### src/rtl/rstc_pkg.sv
package rstc_pkg;
  localparam int REG_W   = 16;
  localparam int FLAG_W  = 5;
  localparam int CAUSE_W = 9;
  localparam int PRIO_BIT = 7;

  // status flag positions
  localparam int FL_BOR   = 0;
  localparam int FL_POR   = 1;
  localparam int FL_SLEEP = 2;
  localparam int FL_WDT   = 3;
  localparam int FL_SWRST = 4;

  // cause record positions
  localparam int CS_POR      = 0;
  localparam int CS_PIN_RUN  = 1;
  localparam int CS_PIN_SLP  = 2;
  localparam int CS_WDT      = 3;
  localparam int CS_BOR      = 4;
  localparam int CS_CFG      = 5;
  localparam int CS_SWRST    = 6;
  localparam int CS_STK_FULL = 7;
  localparam int CS_STK_UNDR = 8;

  localparam logic [FLAG_W-1:0] FLAGS_AFTER_POR = FLAG_W'(1) << FL_POR;
endpackage

### src/rtl/rstc_sync.sv
module rstc_sync #(
  parameter int           W       = 1,
  parameter int           STAGES  = 2,
  parameter logic [W-1:0] RST_VAL = '0
) (
  input  logic         clk,
  input  logic         arst_n,
  input  logic [W-1:0] d,
  output logic [W-1:0] q
);
  for (genvar g = 0; g < STAGES; g++) begin : g_stage
    logic [W-1:0] stg_q;
    logic [W-1:0] stg_d;
    if (g == 0) begin : g_first
      assign stg_d = d;
    end else begin : g_next
      assign stg_d = g_stage[g-1].stg_q;
    end
    always_ff @(posedge clk or negedge arst_n) begin
      if (!arst_n) stg_q <= RST_VAL;
      else         stg_q <= stg_d;
    end
  end
  assign q = g_stage[STAGES-1].stg_q;
endmodule

### src/rtl/rstc_timer.sv
module rstc_timer #(
  parameter int TERM_TICKS = 2048,
  localparam int CNT_W = $clog2(TERM_TICKS + 1)
) (
  input  logic             clk,
  input  logic             arst_n,
  input  logic             run,
  input  logic             restart,
  input  logic             tick,
  output logic             expired,
  output logic [CNT_W-1:0] cnt
);
  localparam logic [CNT_W-1:0] TERM_V = CNT_W'(TERM_TICKS);

  logic [CNT_W-1:0] cnt_d;
  logic             cnt_en;

  assign expired = (cnt == TERM_V);

  always_comb begin
    cnt_en = 1'b0;
    cnt_d  = cnt;
    if (restart || !run) begin
      cnt_en = (cnt != '0);
      cnt_d  = '0;
    end else if (tick && !expired) begin
      cnt_en = 1'b1;
      cnt_d  = cnt + CNT_W'(1);
    end
  end

  always_ff @(posedge clk or negedge arst_n) begin
    if (!arst_n)     cnt <= '0;
    else if (cnt_en) cnt <= cnt_d;
  end
endmodule

### src/rtl/rstc_status.sv
module rstc_status
  import rstc_pkg::*;
(
  input  logic               clk,
  input  logic               arst_n,
  input  logic               por_evt,
  input  logic [FLAG_W-1:0]  flag_set,
  input  logic [CAUSE_W-1:0] cause_req,
  input  logic               req_any,
  input  logic               episode_start,
  input  logic               wr_status,
  input  logic [REG_W-1:0]   wr_data,
  output logic [FLAG_W-1:0]  flags_q,
  output logic               prio_q,
  output logic [CAUSE_W-1:0] cause_q
);
  logic [FLAG_W-1:0]  flags_d;
  logic               prio_d;
  logic [CAUSE_W-1:0] cause_d;

  always_comb begin
    flags_d = flags_q;
    prio_d  = prio_q;
    if (wr_status) begin
      flags_d = flags_q & wr_data[FLAG_W-1:0];
      prio_d  = wr_data[PRIO_BIT];
    end
    flags_d = flags_d | flag_set;
    if (por_evt) begin
      flags_d = FLAGS_AFTER_POR;
      prio_d  = 1'b0;
    end
  end

  always_comb begin
    cause_d = cause_q;
    if (req_any) cause_d = episode_start ? cause_req : (cause_q | cause_req);
  end

  always_ff @(posedge clk or negedge arst_n) begin
    if (!arst_n) begin
      flags_q <= '0;
      prio_q  <= 1'b0;
    end else begin
      flags_q <= flags_d;
      prio_q  <= prio_d;
    end
  end

  always_ff @(posedge clk or negedge arst_n) begin
    if (!arst_n)      cause_q <= '0;
    else if (req_any) cause_q <= cause_d;
  end
endmodule

### src/rtl/reset_supervisor.sv
module reset_supervisor
  import rstc_pkg::*;
#(
  parameter int TERM_TICKS  = 2048,
  parameter int SYNC_STAGES = 2,
  localparam int CNT_W = $clog2(TERM_TICKS + 1)
) (
  input  logic             clk,
  input  logic             arst_n,
  input  logic             rc_tick,
  input  logic             por_req,
  input  logic             pin_rst_n,
  input  logic             wdt_req,
  input  logic             bor_req,
  input  logic             vreg_en,
  input  logic             cfg_mismatch_req,
  input  logic             swrst_req,
  input  logic             stk_full_req,
  input  logic             stk_under_req,
  input  logic             sleep_active,
  input  logic             reg_we,
  input  logic             reg_addr,
  input  logic [REG_W-1:0] reg_wdata,
  output logic [REG_W-1:0] reg_rdata,
  output logic             chip_rst
);
  localparam int NREQ = 8;

  logic [NREQ-1:0]    raw_req, sync_req;
  logic               por_s, wdt_s, bor_s, cfg_s, sw_s, full_s, under_s, sleep_s;
  logic               pin_ok_s, pin_s, pin_arst_n;
  logic               bor_ok, sleep_d;
  logic [CAUSE_W-1:0] cause_req;
  logic [FLAG_W-1:0]  flag_set;
  logic               req_any, episode_start, expired;
  logic               latch_q, latch_d;
  logic [CNT_W-1:0]   tmr_cnt;
  logic [FLAG_W-1:0]  flags_q;
  logic               prio_q;
  logic [CAUSE_W-1:0] cause_q;

  assign raw_req = {sleep_active, stk_under_req, stk_full_req, swrst_req,
                    cfg_mismatch_req, bor_req, wdt_req, por_req};

  rstc_sync #(.W(NREQ), .STAGES(SYNC_STAGES), .RST_VAL('0)) u_req_sync (
    .clk(clk), .arst_n(arst_n), .d(raw_req), .q(sync_req)
  );
  assign {sleep_s, under_s, full_s, sw_s, cfg_s, bor_s, wdt_s, por_s} = sync_req;

  // pin: asserts through the flop reset, releases through the stages
  assign pin_arst_n = arst_n & pin_rst_n;
  rstc_sync #(.W(1), .STAGES(SYNC_STAGES), .RST_VAL(1'b0)) u_pin_sync (
    .clk(clk), .arst_n(pin_arst_n), .d(1'b1), .q(pin_ok_s)
  );
  assign pin_s  = ~pin_ok_s;
  assign bor_ok = bor_s & vreg_en;

  always_ff @(posedge clk or negedge arst_n) begin
    if (!arst_n) sleep_d <= 1'b0;
    else         sleep_d <= sleep_s;
  end

  always_comb begin
    cause_req              = '0;
    cause_req[CS_POR]      = por_s;
    cause_req[CS_PIN_RUN]  = pin_s & ~sleep_s;
    cause_req[CS_PIN_SLP]  = pin_s &  sleep_s;
    cause_req[CS_WDT]      = wdt_s;
    cause_req[CS_BOR]      = bor_ok;
    cause_req[CS_CFG]      = cfg_s;
    cause_req[CS_SWRST]    = sw_s;
    cause_req[CS_STK_FULL] = full_s;
    cause_req[CS_STK_UNDR] = under_s;
  end

  always_comb begin
    flag_set           = '0;
    flag_set[FL_BOR]   = bor_ok;
    flag_set[FL_POR]   = por_s;
    flag_set[FL_SLEEP] = sleep_s & ~sleep_d;
    flag_set[FL_WDT]   = wdt_s;
    flag_set[FL_SWRST] = sw_s;
  end

  assign req_any       = |cause_req;
  assign episode_start = req_any & ~latch_q;

  rstc_timer #(.TERM_TICKS(TERM_TICKS)) u_timer (
    .clk(clk), .arst_n(arst_n), .run(latch_q), .restart(req_any),
    .tick(rc_tick), .expired(expired), .cnt(tmr_cnt)
  );

  // set/reset hold latch: set dominates release
  always_comb begin
    latch_d = latch_q;
    if (req_any)      latch_d = 1'b1;
    else if (expired) latch_d = 1'b0;
  end

  always_ff @(posedge clk or negedge arst_n) begin
    if (!arst_n) latch_q <= 1'b1;
    else         latch_q <= latch_d;
  end
  assign chip_rst = latch_q;

  rstc_status u_status (
    .clk(clk), .arst_n(arst_n), .por_evt(por_s), .flag_set(flag_set),
    .cause_req(cause_req), .req_any(req_any), .episode_start(episode_start),
    .wr_status(reg_we & ~reg_addr), .wr_data(reg_wdata),
    .flags_q(flags_q), .prio_q(prio_q), .cause_q(cause_q)
  );

  always_comb begin
    reg_rdata = '0;
    if (reg_addr) begin
      reg_rdata[CAUSE_W-1:0] = cause_q;
    end else begin
      reg_rdata[FLAG_W-1:0] = flags_q;
      reg_rdata[PRIO_BIT]   = prio_q;
    end
  end
endmodule

### config.mk
export PLATFORM = sky130hd
export DESIGN_NAME = reset_supervisor
export DESIGN_NICKNAME = d
export VERILOG_FILES = /design/src/rtl/rstc_pkg.sv /design/src/rtl/rstc_sync.sv /design/src/rtl/rstc_timer.sv /design/src/rtl/rstc_status.sv /design/src/rtl/reset_supervisor.sv
export SDC_FILE = /design/constraint.sdc
export NUM_CORES = 1
export LEC_CHECK = 0
export BUFFER_PORTS_ARGS = -buffer_cell sky130_fd_sc_hd__buf_2
export CORE_ASPECT_RATIO = 1.4
export CORE_MARGIN = 2
export CORE_UTILIZATION = 44
export CTS_BUF_LIST = sky130_fd_sc_hd__clkbuf_2
export DETAILED_ROUTE_END_ITERATION = 10
export PLACE_DENSITY = 0.68
export REMOVE_ABC_BUFFERS = 1
export SYNTH_ARGS = -nofsm -noshare
export SYNTH_HDL_FRONTEND = slang
export SYNTH_SLANG_ARGS = --single-unit
export TNS_END_PERCENT = 5
### constraint.sdc
create_clock -name clk -period 1.9 [get_ports clk]
set_input_delay 0.19 -clock clk [delete_from_list [all_inputs] [get_ports clk]]
set_output_delay 0.19 -clock clk [all_outputs]
set_load 0.05 [all_outputs]
==> implementation parameters <==
Parameter                              Value

CTS
  Cells resized by post-CTS repair    0
  TritonCTS Sinks    47
  Skew-Pair Late Insertion Delay    0.41 ns
  Number of buffers added by the clock tree synthesis step    5
  CTS H-tree lvls    2
  CTS tree    done
  Root buffer cell    clkbuf_2
  Clock slew seen by the registers of the worst setup and hold paths    0.23 ns
  Maximum clock insertion buffer count    2

Floorplanning
  Die area    5155 um2
  Die Y-Extent    84.16 um
  Horiz. Die Dim    61.26 um
  Starting density of the core    45.25%
  Count of standard-cell rows    29
  Top-level I/O count    48
  Area of the placeable core    4463 um2

Finish
  Design area    2437 um2
  Layout-stage area growth over the synthesis result    20.69%
  # diodes    0
  Layout cells sized above 1    28.64%
  Number of nets in the final layout    238

GRT
  Number of antenna violations at the first check in global routing    0
  Overall overflow remaining after global route    0
  Pin count of the biggest net entering global routing    31
  Vias in the first global route    1316
  Global-route wire length before repair    ~5700 um
  Aggregate global-route resource usage    14.59%

Timing
  Fmax achieved    0.6083 GHz
  Setup tns final    0 ns
  Clock Skews    0.02441 ns
  Endpoints failing hold    0
  Final critical-path share of the clock period    approximately 87%
  Worst-Margin Slew    0.6709 ns
  # setup viols final    0
  Min cycle time layout    1.644 ns
  Final max-slew violation count    0
  Unrepaired setup endpoints after global routing    no
  Headroom to the max-slew limit    around 55%

Routing
  Via density    4.813
  DRC marker count from the first detailed-route iteration    40
  Detailed-routing iteration count for the pre-antenna-repair pass    4
  Number of nets with antenna violations after detailed routing    0
  Total number of vias    1290
  Detail-routed net length per standard cell    between 10 and 15 um
  Routed wire length    3384 um
  Post-route DRC    0

Synth
  Post-synthesis cell area    2019 um2
  Number of synthesized flops with an enable pin    0
  Primary flip-flop cell chosen by synthesis mapping    dfrtp_1
  Number of instances in the synthesized netlist    158
  Share of flip-flops with an asynchronous set or reset after synthesis    100.0%
  Share of the yosys chip area belonging to registers    between 50% and 60%
  Post-synthesis sequential element count    47
  Mapped Avg Cell Area    12.78 um2
  Post-synth cell types    37
  Number of synthesis warnings    0

Run status
  Status    finished clean

Place
  Final Wtd Congestion    0.8758
  Standard cell area after detailed placement    2217 um2
  Number of port buffers    30
  Detailed Place HPWL    around 2500 um

Power and ir drop
  Highest ir drop seen on vdd    between 500 and 600 uV
  Pwr/cell area    787.1 nW/um2
  Leak pwr    between 1 and 1.5 nW

Setup path
  Data arrival at the endpoint of the critical path    1.95 ns
  Required time reported for the critical path endpoint    2.20 ns
  Highest net fanout along the worst path    6
  CP Class    flop to flop
  Startpoint types    flop
  Crit. End Element    flop

Min path
  Kind of path behind the tightest hold check    input port to flop

Flow run
  Number of max-cap violations    0
-- registers in the layout, summed over array words and instances (netlist names) --
signal,flops
u_status.flags_q,5
chip_rst,1
u_req_sync.q,8
u_status.prio_q,1
u_timer.cnt,12
u_status.cause_q,9
sleep_d,1
u_req_sync.g_stage.stg_q,8
u_pin_sync.g_stage.stg_q,1
u_pin_sync.q,1
-- report_power, final --
| part | leakage [nW] | internal [mW] | switching (mW) |
|---|---|---|---|
| combinational | 0.419 | 0.0757 | 0.135 |
| sequential | 0.554 | 1.03 | 0.0216 |
| clock | 0.0532 | 0.360 | 0.293 |
| total | 1.03 | 1.47 | 0.450 |
-- layout make-up --
type | count | area, um2
clock buffer | 6 | 30.03
clock inverter | 2 | 60.06
fill | 395 | 2026
tap | 62 | 77.57
multi-input combinational | 99 | 758.2
timing repair buffer | 45 | 307.8
sequential | 47 | 1177
inverter | 7 | 26.28
-- logic make-up (layout without fill, tap and decap cells) --
logic type	after synthesis	in the layout	synth area share (%)
flip-flops	47	47	58.30
AND/OR/NAND/NOR	45	45	16.60
AO/OA/AOI/OAI	28	28	10.41
buffers and inverters	18	60	5.266
XOR/XNOR	8	8	3.470
multiplexers	8	8	4.337
adder cells (fa/ha/maj)	2	2	1.239
other	2	8	0.3719
-- final timing paths --
check	startpoint	cells after the start	end	slack (ns)
worst max-delay path	u_timer.cnt[0]	6	u_timer.cnt[1]	0.26
worst min-delay path	reg_wdata[0]	3	u_status.flags_q[0]	0.09
worst max register to register	u_timer.cnt[0]	6	u_timer.cnt[1]	0.26
worst min register to register	u_req_sync.g_stage[0].stg_q[6]	0	u_req_sync.q[6]	0.35
max in group asynchronous	arst_n	3	u_pin_sync.q	1.03
min in group asynchronous	pin_rst_n	3	u_pin_sync.g_stage[0].stg_q	0.17
-- synthesized netlist by cell type, drive strengths merged, types with 2 or more instances --
library cell	number	area [um2]
dfrtp	46	1151
buf	10	76.32
nor2	9	38.79
a21o	7	52.55
inv	7	26.28
nand2	7	26.28
nand4	7	71.31
o21ai	7	35.03
a21oi	6	30.03
mux2	6	67.56
xnor2	6	52.55
and2	4	25.02
nand2b	4	25.02
nor3	4	20.02
nor4	4	67.56
o2bb2ai	3	26.28
a22o	2	17.52
conb	2	7.510
ha	2	25.02
mux2i	2	20.02
or3	2	12.51
xor2	2	17.52
-- routing by layer --
metal  share of wire, %  track usage (%)  up-vias
li1                   -                -      624
met1                 41            15.97      626
met2                 53            25.63       33
met3                4.3            4.160        7
met4                1.4            5.336        0
met5                  0                0        -
-- what timing repair did --
action,in CTS,in global routing
endpoints found under the hold margin,39,1
setup buffers,0,0
hold buffers,12,1
-- placed cells by master, fill, tap and decap left out, types with 2 or more instances in the layout --
cell and count:
ha_1 2, xnor2_1 6, inv_1 7, nand2b_1 4
conb_1 8, dlygate4sd3_1 13, xor2_1 2, and2_1 4
nor3_1 4, bufinv_16 2, a22o_1 2, nand4_2 2
o2bb2ai_1 3, mux2_2 6, clkbuf_2 6, nand2_1 7
a21oi_1 6, nor2_1 7, or3_1 2, nor4_2 2
dfrtp_1 46, nor4_4 2, buf_2 30, o21ai_0 7
mux2i_1 2, a21o_1 7, nand4_1 4, nor2_2 2
-- metrics by stage --
stage / hold slack (ns) / std cells / util [%] / worst slack, ns / power, mW
after floorplan: -0.1056 / 153 / - / 0.3740 / 1.192
after global placement: 0.08773 / 247 / 49.68 / 0.3347 / 1.259
after detailed placement: 0.08751 / 247 / 49.68 / 0.2915 / 1.266
after CTS: 0.004814 / 267 / 54.39 / 0.2449 / 1.942
after global routing: 0.05750 / 268 / 54.61 / 0.1354 / 2.007
final: 0.09034 / 268 / 54.61 / 0.2561 / 1.918
-- critical path, stage by stage, from the launching register on --
cell and delay [ns]:
dfrtp_1 0.50, inv_1 0.07, ha_1 0.19, and2b_1 0.20
a41oi_4 0.27, mux2i_1 0.22, o2bb2ai_1 0.09
No activity file was read; power rests on OpenSTA's default activity.
